<file path="config.mk">
export PLATFORM = sky130hd
export DESIGN_NAME = nor_cmd_decoder
export DESIGN_NICKNAME = d
export VERILOG_FILES = /design/src/rtl/nor_cmd_pkg.sv /design/src/rtl/nor_cmd_match.sv /design/src/rtl/nor_cmd_mode.sv /design/src/rtl/nor_cmd_seq.sv /design/src/rtl/nor_cmd_decoder.sv
export SDC_FILE = /design/constraint.sdc
export NUM_CORES = 1
export LEC_CHECK = 0
export CAP_MARGIN = 20
export CORE_UTILIZATION = 35
export CTS_CLUSTER_DIAMETER = 60
export DETAILED_ROUTE_END_ITERATION = 16
export PLACE_DENSITY = 0.76
export SYNTH_ARGS = -nofsm -noshare
export SYNTH_HDL_FRONTEND = slang
export SYNTH_HIERARCHICAL = 1
export SYNTH_SLANG_ARGS = --single-unit
</file>
<file path="constraint.sdc">
create_clock -name clk -period 6.12 [get_ports clk]
set_clock_uncertainty 0.2 [all_clocks]
set_input_delay 0.918 -clock clk [delete_from_list [all_inputs] [get_ports clk]]
set_output_delay 0.918 -clock clk [all_outputs]
set_load 0.02 [all_outputs]
</file>
<file path="src/rtl/nor_cmd_pkg.sv">
package nor_cmd_pkg;

   typedef enum logic [2:0] {
      ST_IDLE,
      ST_UNL1,
      ST_UNL2,
      ST_PROG,
      ST_ERS1,
      ST_ERS2,
      ST_ERS3,
      ST_EXIT1
   } seq_state_t;

   localparam logic [7:0] CD_UNLK_A      = 8'hAA;
   localparam logic [7:0] CD_UNLK_B      = 8'h55;
   localparam logic [7:0] CD_ERASE_SETUP = 8'h80;
   localparam logic [7:0] CD_CHIP        = 8'h10;
   localparam logic [7:0] CD_SECTOR      = 8'h30;
   localparam logic [7:0] CD_PROG        = 8'hA0;
   localparam logic [7:0] CD_BYP_ENTER   = 8'h20;
   localparam logic [7:0] CD_BYP_EXIT1   = 8'h90;
   localparam logic [7:0] CD_BYP_EXIT2   = 8'h00;

   localparam int UNLK_ADDR_A = 'h555;
   localparam int UNLK_ADDR_B = 'h2AA;
   localparam int UNLK_MIN_BITS = 11;

   typedef struct packed {
      logic at_a;
      logic at_b;
      logic is_aa;
      logic is_55;
      logic is_80;
      logic is_10;
      logic is_30;
      logic is_a0;
      logic is_20;
      logic is_90;
      logic is_00;
   } cmd_class_t;

endpackage

</file>
<file path="src/rtl/nor_cmd_match.sv">
module nor_cmd_match
   import nor_cmd_pkg::*;
#(
   parameter int AW          = 16,
   parameter int DW          = 16,
   parameter int UNLK_BITS   = 12,
   parameter bit FULL_DECODE = 1'b0
) (
   input  logic [AW-1:0] addr,
   input  logic [DW-1:0] data,
   output cmd_class_t    cls
);

   localparam int CW = 8;

   logic [CW-1:0] code;
   assign code = data[CW-1:0];

   generate
      if (UNLK_BITS < UNLK_MIN_BITS || UNLK_BITS > AW) begin : g_bad_bits
         $error("nor_cmd_match: UNLK_BITS out of range");
      end
      if (DW < CW) begin : g_bad_dw
         $error("nor_cmd_match: DW must hold a command byte");
      end

      if (FULL_DECODE) begin : g_full
         assign cls.at_a = (addr == AW'(UNLK_ADDR_A));
         assign cls.at_b = (addr == AW'(UNLK_ADDR_B));
      end else begin : g_low
         assign cls.at_a = (addr[UNLK_BITS-1:0] == UNLK_BITS'(UNLK_ADDR_A));
         assign cls.at_b = (addr[UNLK_BITS-1:0] == UNLK_BITS'(UNLK_ADDR_B));
         if (AW > UNLK_BITS) begin : g_hi
            logic unused_addr_hi;
            assign unused_addr_hi = ^addr[AW-1:UNLK_BITS];
         end
      end

      if (DW > CW) begin : g_dhi
         logic unused_data_hi;
         assign unused_data_hi = ^data[DW-1:CW];
      end
   endgenerate

   assign cls.is_aa = (code == CD_UNLK_A);
   assign cls.is_55 = (code == CD_UNLK_B);
   assign cls.is_80 = (code == CD_ERASE_SETUP);
   assign cls.is_10 = (code == CD_CHIP);
   assign cls.is_30 = (code == CD_SECTOR);
   assign cls.is_a0 = (code == CD_PROG);
   assign cls.is_20 = (code == CD_BYP_ENTER);
   assign cls.is_90 = (code == CD_BYP_EXIT1);
   assign cls.is_00 = (code == CD_BYP_EXIT2);

endmodule

</file>
<file path="src/rtl/nor_cmd_mode.sv">
module nor_cmd_mode (
   input  logic clk,
   input  logic rst_n,
   input  logic accel,
   input  logic bp_set,
   input  logic bp_clr,
   output logic bypass_mode,
   output logic mode_chg
);

   logic bp_q;
   logic accel_q;

   always_ff @(posedge clk or negedge rst_n) begin
      if (!rst_n) begin
         bp_q    <= 1'b0;
         accel_q <= 1'b0;
      end else begin
         accel_q <= accel;
         if (bp_set) begin
            bp_q <= 1'b1;
         end else if (bp_clr) begin
            bp_q <= 1'b0;
         end
      end
   end

   assign bypass_mode = bp_q | accel;
   assign mode_chg    = accel ^ accel_q;

endmodule

</file>
<file path="src/rtl/nor_cmd_seq.sv">
module nor_cmd_seq
   import nor_cmd_pkg::*;
#(
   parameter int AW = 16,
   parameter int DW = 16
) (
   input  logic          clk,
   input  logic          rst_n,
   input  logic          wr_en,
   input  logic          busy,
   input  logic          mode_chg,
   input  logic          bypass,
   input  cmd_class_t    cls,
   input  logic [AW-1:0] addr,
   input  logic [DW-1:0] data,
   output logic          prog_start,
   output logic [AW-1:0] prog_addr,
   output logic [DW-1:0] prog_data,
   output logic          sect_start,
   output logic          chip_start,
   output logic [AW-1:0] erase_addr,
   output logic          bp_set,
   output logic          bp_clr
);

   seq_state_t st, nxt;
   logic       acc;
   logic       go_prog, go_sect, go_chip;

   assign acc = wr_en & ~busy & ~mode_chg;

   always_comb begin
      nxt     = st;
      go_prog = 1'b0;
      go_sect = 1'b0;
      go_chip = 1'b0;
      bp_set  = 1'b0;
      bp_clr  = 1'b0;
      if (acc) begin
         nxt = ST_IDLE;
         case (st)
            ST_IDLE: begin
               if (!bypass) begin
                  if (cls.at_a && cls.is_aa) nxt = ST_UNL1;
               end else if (cls.is_a0) begin
                  nxt = ST_PROG;
               end else if (cls.is_80) begin
                  nxt = ST_ERS1;
               end else if (cls.is_90) begin
                  nxt = ST_EXIT1;
               end
            end
            ST_UNL1: if (cls.at_b && cls.is_55) nxt = ST_UNL2;
            ST_UNL2: begin
               if (cls.at_a) begin
                  if (cls.is_a0) nxt = ST_PROG;
                  else if (cls.is_80) nxt = ST_ERS1;
                  else if (cls.is_20) bp_set = 1'b1;
               end
            end
            ST_PROG: go_prog = 1'b1;
            ST_ERS1: if (cls.at_a && cls.is_aa) nxt = ST_ERS2;
            ST_ERS2: if (cls.at_b && cls.is_55) nxt = ST_ERS3;
            ST_ERS3: begin
               if (cls.at_a && cls.is_10) go_chip = 1'b1;
               else if (cls.is_30) go_sect = 1'b1;
            end
            ST_EXIT1: if (cls.is_00) bp_clr = 1'b1;
            default: nxt = ST_IDLE;
         endcase
      end
   end

   always_ff @(posedge clk or negedge rst_n) begin
      if (!rst_n) begin
         st         <= ST_IDLE;
         prog_start <= 1'b0;
         sect_start <= 1'b0;
         chip_start <= 1'b0;
         prog_addr  <= '0;
         prog_data  <= '0;
         erase_addr <= '0;
      end else begin
         st         <= mode_chg ? ST_IDLE : nxt;
         prog_start <= go_prog;
         sect_start <= go_sect;
         chip_start <= go_chip;
         if (go_prog) begin
            prog_addr <= addr;
            prog_data <= data;
         end
         if (go_sect) begin
            erase_addr <= addr;
         end
      end
   end

endmodule

</file>
<file path="src/rtl/nor_cmd_decoder.sv">
module nor_cmd_decoder
   import nor_cmd_pkg::*;
#(
   parameter int AW          = 16,
   parameter int DW          = 16,
   parameter int UNLK_BITS   = 12,
   parameter bit FULL_DECODE = 1'b0
) (
   input  logic          clk,
   input  logic          rst_n,
   input  logic          wr_en,
   input  logic [AW-1:0] wr_addr,
   input  logic [DW-1:0] wr_data,
   input  logic          busy,
   input  logic          accel,
   output logic          prog_start,
   output logic [AW-1:0] prog_addr,
   output logic [DW-1:0] prog_data,
   output logic          sect_erase_start,
   output logic          chip_erase_start,
   output logic [AW-1:0] erase_addr,
   output logic          bypass_mode
);

   cmd_class_t cls;
   logic       bp_set, bp_clr, mode_chg;

   nor_cmd_match #(
      .AW(AW), .DW(DW), .UNLK_BITS(UNLK_BITS), .FULL_DECODE(FULL_DECODE)
   ) match_i (
      .addr (wr_addr),
      .data (wr_data),
      .cls  (cls)
   );

   nor_cmd_mode mode_i (
      .clk         (clk),
      .rst_n       (rst_n),
      .accel       (accel),
      .bp_set      (bp_set),
      .bp_clr      (bp_clr),
      .bypass_mode (bypass_mode),
      .mode_chg    (mode_chg)
   );

   nor_cmd_seq #(.AW(AW), .DW(DW)) seq_i (
      .clk        (clk),
      .rst_n      (rst_n),
      .wr_en      (wr_en),
      .busy       (busy),
      .mode_chg   (mode_chg),
      .bypass     (bypass_mode),
      .cls        (cls),
      .addr       (wr_addr),
      .data       (wr_data),
      .prog_start (prog_start),
      .prog_addr  (prog_addr),
      .prog_data  (prog_data),
      .sect_start (sect_erase_start),
      .chip_start (chip_erase_start),
      .erase_addr (erase_addr),
      .bp_set     (bp_set),
      .bp_clr     (bp_clr)
   );

endmodule

</file>
# After elaboration in Yosys (flattened, before gate mapping)
# Index checks and enable logic that the tools add are counted.
[totals] reg_bits=56 output_inout_bits=52
[op_classes] n_eq_ne=17 mux=34 bitwise_logic=6 reduce_logical=7
[op_table] cell="$mux 3" count=11
[op_table] cell="$eq 8x8->1 const B" count=4
[op_table] cell="$mux 1" count=21
[op_table] cell="$eq 8x6->1 const B" count=2
[op_table] cell="$pmux 3 s5" count=1
[op_table] cell="$eq 12x10->1 const B" count=1
[op_table] cell="$eq 12x11->1 const B" count=1
[op_table] cell="$eq 3x3->1 const B" count=4
[op_table] cell="$eq 8x5->1 const B" count=1
[op_table] cell="$eq 8x7->1 const B" count=1
[op_table] cell="$logic_not 8->1" count=1
[op_table] cell="$eq 3x2->1 const B" count=2
[op_table] cell="$reduce_bool 2->1" count=2
[op_table] cell="$eq 3x1->1 const B" count=1
[op_table] cell="$logic_and 1x1->1" count=3
[op_table] cell="$logic_not 3->1" count=1
[op_table] cell="$and 1x1->1" count=2
[op_table] cell="$mux 2" count=1
[op_table] cell="$not 1->1" count=2
[op_table] cell="$or 1x1->1" count=1
[op_table] cell="$xor 1x1->1" count=1

# Depth between registers and ports, before layout
[depth] depth_word=8 depth_mapped=6 ltp_nobuf=6

# Modules after synthesis
# The synthesis kept the hierarchy.
[modules_own_cells] mod="nor_cmd_seq" instances=1 cells_per_inst=144 area_per_inst_um2=2238.4 seq_area_each_um2=1351.3
[modules_own_cells] mod="nor_cmd_match" instances=1 cells_per_inst=26 area_per_inst_um2=190.2 seq_area_each_um2=0.0
[modules_own_cells] mod="nor_cmd_mode" instances=1 cells_per_inst=6 area_per_inst_um2=76.3 seq_area_each_um2=50.0

# Worst setup path after synthesis
# OpenSTA, ideal clock, no wires.
[synth_timing] path_type="input port to flip-flop" from="in wr_addr[7]" to="reg seq_i.erase_addr[0]" setup_ns=0.125 arrival_ns=2.470 required_ns=5.795 slack_ns=3.325 cell_stages=6 path_buffers=1 cell_sequence="or4b_1 > nor3_1 > nand2_1 > nand4_4 > buf_6 > mux2_4"
[synth_lines] item="from (decl)" line="nor_cmd_decoder.sv:12" text="input logic [AW-1:0] wr_addr,"
[synth_lines] item="to (signal assigned)" line="nor_cmd_seq.sv:93" text="erase_addr <= addr;"
[synth_lines] item="to (decl)" line="nor_cmd_seq.sv:21" text="output logic [AW-1:0] erase_addr,"

# Final worst setup path
[layout_timing] from="in accel" to="out bypass_mode"
[layout_between] elab_chain_len=1
[layout_lines] item="from (decl)" line="nor_cmd_decoder.sv:15" text="input logic accel,"
[layout_lines] item="$or 1x1->1" line="nor_cmd_mode.sv:28" text="assign bypass_mode = bp_q | accel;"
[layout_lines] item="to (decl)" line="nor_cmd_decoder.sv:22" text="output logic bypass_mode"
# No other way between the ends.

==> metrics.csv <==
stage;metric;value;unit
run_status;run_status;completed;
worst_setup_path;timing.critical_path.from_type;input pin;
layout;layout.cells.most_common;sky130_fd_sc_hd__clkdlybuf4s50_1;
synthesis;synth.largest_area_cell;sky130_fd_sc_hd__dfrtp_1;
power_and_ir_drop;cellPowerDensity;184;nW/um^2
sta;finalHoldViolCount;0;
synthesis;synth_top_family_by_area;multiplexers;
global_route;global_route.usage.total;15.5;%
global_route;grt_antenna_before_repair;0;
power_and_ir_drop;power.ir.vdd_worst;0.0955;mV
power_and_ir_drop;sequentialPowerShare;55.8;%
clocking;cts.reportedPaths.clkPinSlew;0.10;ns
clocking;htree_levels;2;
sta;final.setup.tns;0;ns
floorplanning;io-pin-count;89;
layout;syn_to_final_growth;43.9;%
synthesis;synth_cell_type_count;42;
clocking;post_cts.repair.setup_buffers;0;
synthesis;post_synth_and_or_nand_nor_area_fraction;15.3;%
worst_setup_path;worst-endpoint-arrival;2.23;ns
worst_setup_path;critical_path_rt;5.00;ns
sta;timing.final.crit_share;54.7;%
sta;rsz0062_at_grt;no;
synthesis;synth.area.mux_share;23.8;%
floorplanning;fp.dieH;86.6;um
synthesis;synthesis.area;2500;um^2
power_and_ir_drop;pwr-share-comb;7.6;%
global_route;grt.overflow.total;0;
power_and_ir_drop;p_sw_share;21.5;%
synthesis;synthXorXnorAreaFrac;0.350;%
floorplanning;die-area;7500;um^2
synthesis;yosysSeqAreaShare;55.9;%
routing;via_count;1771;
sta;final_setup_violation_count;0;
worst_setup_path;reg2reg_from;mode_i/accel_q;
global_route;grt_first_pass_wirelength;8870;um
sta;maxClockFrequency;0.299;GHz
routing;initialDrtViolationCount;42;
run;cap_viol_max_count;0;
power_and_ir_drop;post-layout-total-power;0.664;mW
power_and_ir_drop;p_int;0.521;mW
synthesis;yosys-top-cells-area;sky130_fd_sc_hd__dfrtp_1, sky130_fd_sc_hd__mux2_2, sky130_fd_sc_hd__mux2_4;
synthesis;avgSynthCellArea;14.2;um^2
floorplanning;initial_core_util;36.5;%
synthesis;synth-compound-area-share;2.30;%
power_and_ir_drop;total_switching_power;0.143;mW
clocking;cts_tree;yes;
layout;fraction_of_layout_cells_with_a_size_suffix_above_1;25.4;%
clocking;clk_latency;0.31;ns
routing;antenna_violating_nets_left;0;
synthesis;synth_fa_ha_area_share;0;%
worst_hold_path;min_from;mode_i/bp_q;
routing;drt-pass1-iter-count;5;
layout;most_frequent_cells_in_the_layout;sky130_fd_sc_hd__clkdlybuf4s50_1, sky130_fd_sc_hd__dfrtp_1, sky130_fd_sc_hd__mux2_2;
placed_design;portbufs;88;
clocking;clk_path_buf_depth;2;
global_route;grt_pass1_vias;1748;
placed_design;place_hpwl;4020;um
sta;transition_time_of_the_tightest_slew_check_pin;0.703;ns
sta;timing.max_slew.rel_slack;53.1;%
worst_setup_path;startpoint;accel;
synthesis;yosysWarningCount;6;
floorplanning;core;6870;um^2
routing;routed_wire_length_per_instance;15.2;um
clocking;cts_made_buffers;5;
synthesis;area_fraction_of_the_dominant_cell_type_after_synthesis;55.9;%
floorplanning;floorplan.die.width;86.6;um
routing;drt_drc_violations_left;0;
power_and_ir_drop;pwr-share-clk;36.6;%
worst_setup_path;setup.worst_path.end_class;primary output;
power_and_ir_drop;p_leak;1.67;nW
synthesis;netlist_instances;176;
clocking;cts_hold_buffers;0;
synthesis;post_synthesis_register_bit_count;56;
clocking;master_cell_of_the_clock_root_buffer;sky130_fd_sc_hd__clkbuf_8;
clocking;ctsResizeCount;0;
placed_design;final_weighted_congestion_in_routability_driven_placement;0.789;
layout;num-nets-final;304;
worst_setup_path;cp_max_fo;4;
worst_setup_path;criticalPathCategory;in -> out;
routing;vias_per_cell;4.87;
global_route;grt_start_max_net_pins;57;
floorplanning;floorplan.rows;30;
layout;antenna-diode-count;0;
synthesis;synth_nets;213;
sta;drv_slew;0;
routing;drt_wl_total;5550;um
worst_hold_path;worstHoldPathType;reg -> reg;
sta;final.hold.worst_slack;0.280;ns
clocking;cts_num_sinks;56;
sta;post_layout_min_period;3.35;ns
## critical path, cell delays in order
cell and delay (ns):
sky130_fd_sc_hd__clkdlybuf4s50_1 0.50, sky130_fd_sc_hd__or2_1 0.19, sky130_fd_sc_hd__clkdlybuf4s50_1 0.62
## registers in the layout (all words and copies together), names as in the netlist
register          cells
seq_i/prog_addr      16
seq_i/st              3
seq_i/sect_start      1
seq_i/erase_addr     16
seq_i/prog_data      16
mode_i/bp_q           1
seq_i/chip_start      1
mode_i/accel_q        1
seq_i/prog_start      1
## cell type report
cell class / count / area [um^2]
well taps: 96 / 120
inverters: 4 / 15.0
fillers: 597 / 3260
flip-flops and latches: 56 / 1400
clock inverters: 2 / 38.8
clock buffers: 6 / 72.6
multi-input cells: 110 / 1050
repair buffers: 90 / 911
## logic make-up (layout without fill, tap and decap cells)
kind of cell	count (synthesis)	in the layout
flops	56	56
buf+inv	10	102
compound gates	8	8
mux	50	50
xor+xnor	1	1
simple gates	51	51
## per-stage QoR
step / std cells / worst slack (ns) / instance area (um^2) / util, %
CTS: 364 / 2.76 / 3600 / 52.5
floorplan: 176 / 3.32 / 2500 / -
global route: 364 / 2.67 / 3600 / 52.5
global placement: 355 / 2.40 / 3470 / 50.5
finish: 364 / 2.77 / 3600 / 52.5
detailed placement: 356 / 2.47 / 3490 / 50.9
## routing by layer
layer	vias up	wire length [um]	track usage, %
met2	69	2780	25.8
met5	-	0	0
li1	830	-	-
met3	5	365	4.95
met1	867	2360	19.5
met4	0	48	4.55
## cells in the mapped netlist (all sizes together)
| library cell | number |
|---|---|
| mux2i | 1 |
| or2 | 1 |
| nor4b | 1 |
| or4bb | 1 |
| nand4bb | 1 |
| nand4b | 3 |
| nor4bb | 1 |
| nor3 | 7 |
| and2 | 1 |
| a21o | 1 |
| inv | 4 |
| a32oi | 1 |
| or2b | 1 |
| o211ai | 1 |
| o22ai | 3 |
| a211oi | 1 |
| nor2 | 5 |
| or3 | 3 |
| nand2 | 6 |
| nand2b | 4 |
| and3b | 1 |
| nand3 | 2 |
| or4b | 2 |
| and4b | 1 |
| and2b | 1 |
| nor4 | 3 |
| a22oi | 1 |
| or4 | 2 |
| and4 | 1 |
| nand4 | 1 |
| mux2 | 49 |
| dfrtp | 56 |
| and4bb | 1 |
| buf | 6 |
| xor2 | 1 |
| nor3b | 1 |
## path summary, 6_finish.rpt
path	to	slack (ns)	cells after the start
min in group asynchronous	seq_i/erase_addr[7]	0.53	2
max in group asynchronous	seq_i/prog_data[5]	4.72	2
setup / recovery	bypass_mode	2.77	3
hold reg to reg	mode_i/bp_q	0.28	1
setup reg to reg	seq_i/prog_data[5]	3.67	5
hold / removal	mode_i/bp_q	0.28	1
## power groups by stage
stage          combinational, mW  clock [mW]  sequential (mW)
2_1_floorplan             0.0108           0            0.378
3_3_place_gp              0.0501           0            0.378
3_5_place_dp              0.0507           0            0.378
4_1_cts                   0.0510       0.254            0.370
5_1_grt                   0.0550       0.265            0.370
6_report                  0.0502       0.243            0.370
Note: power is estimated with default switching activity, not from simulation.
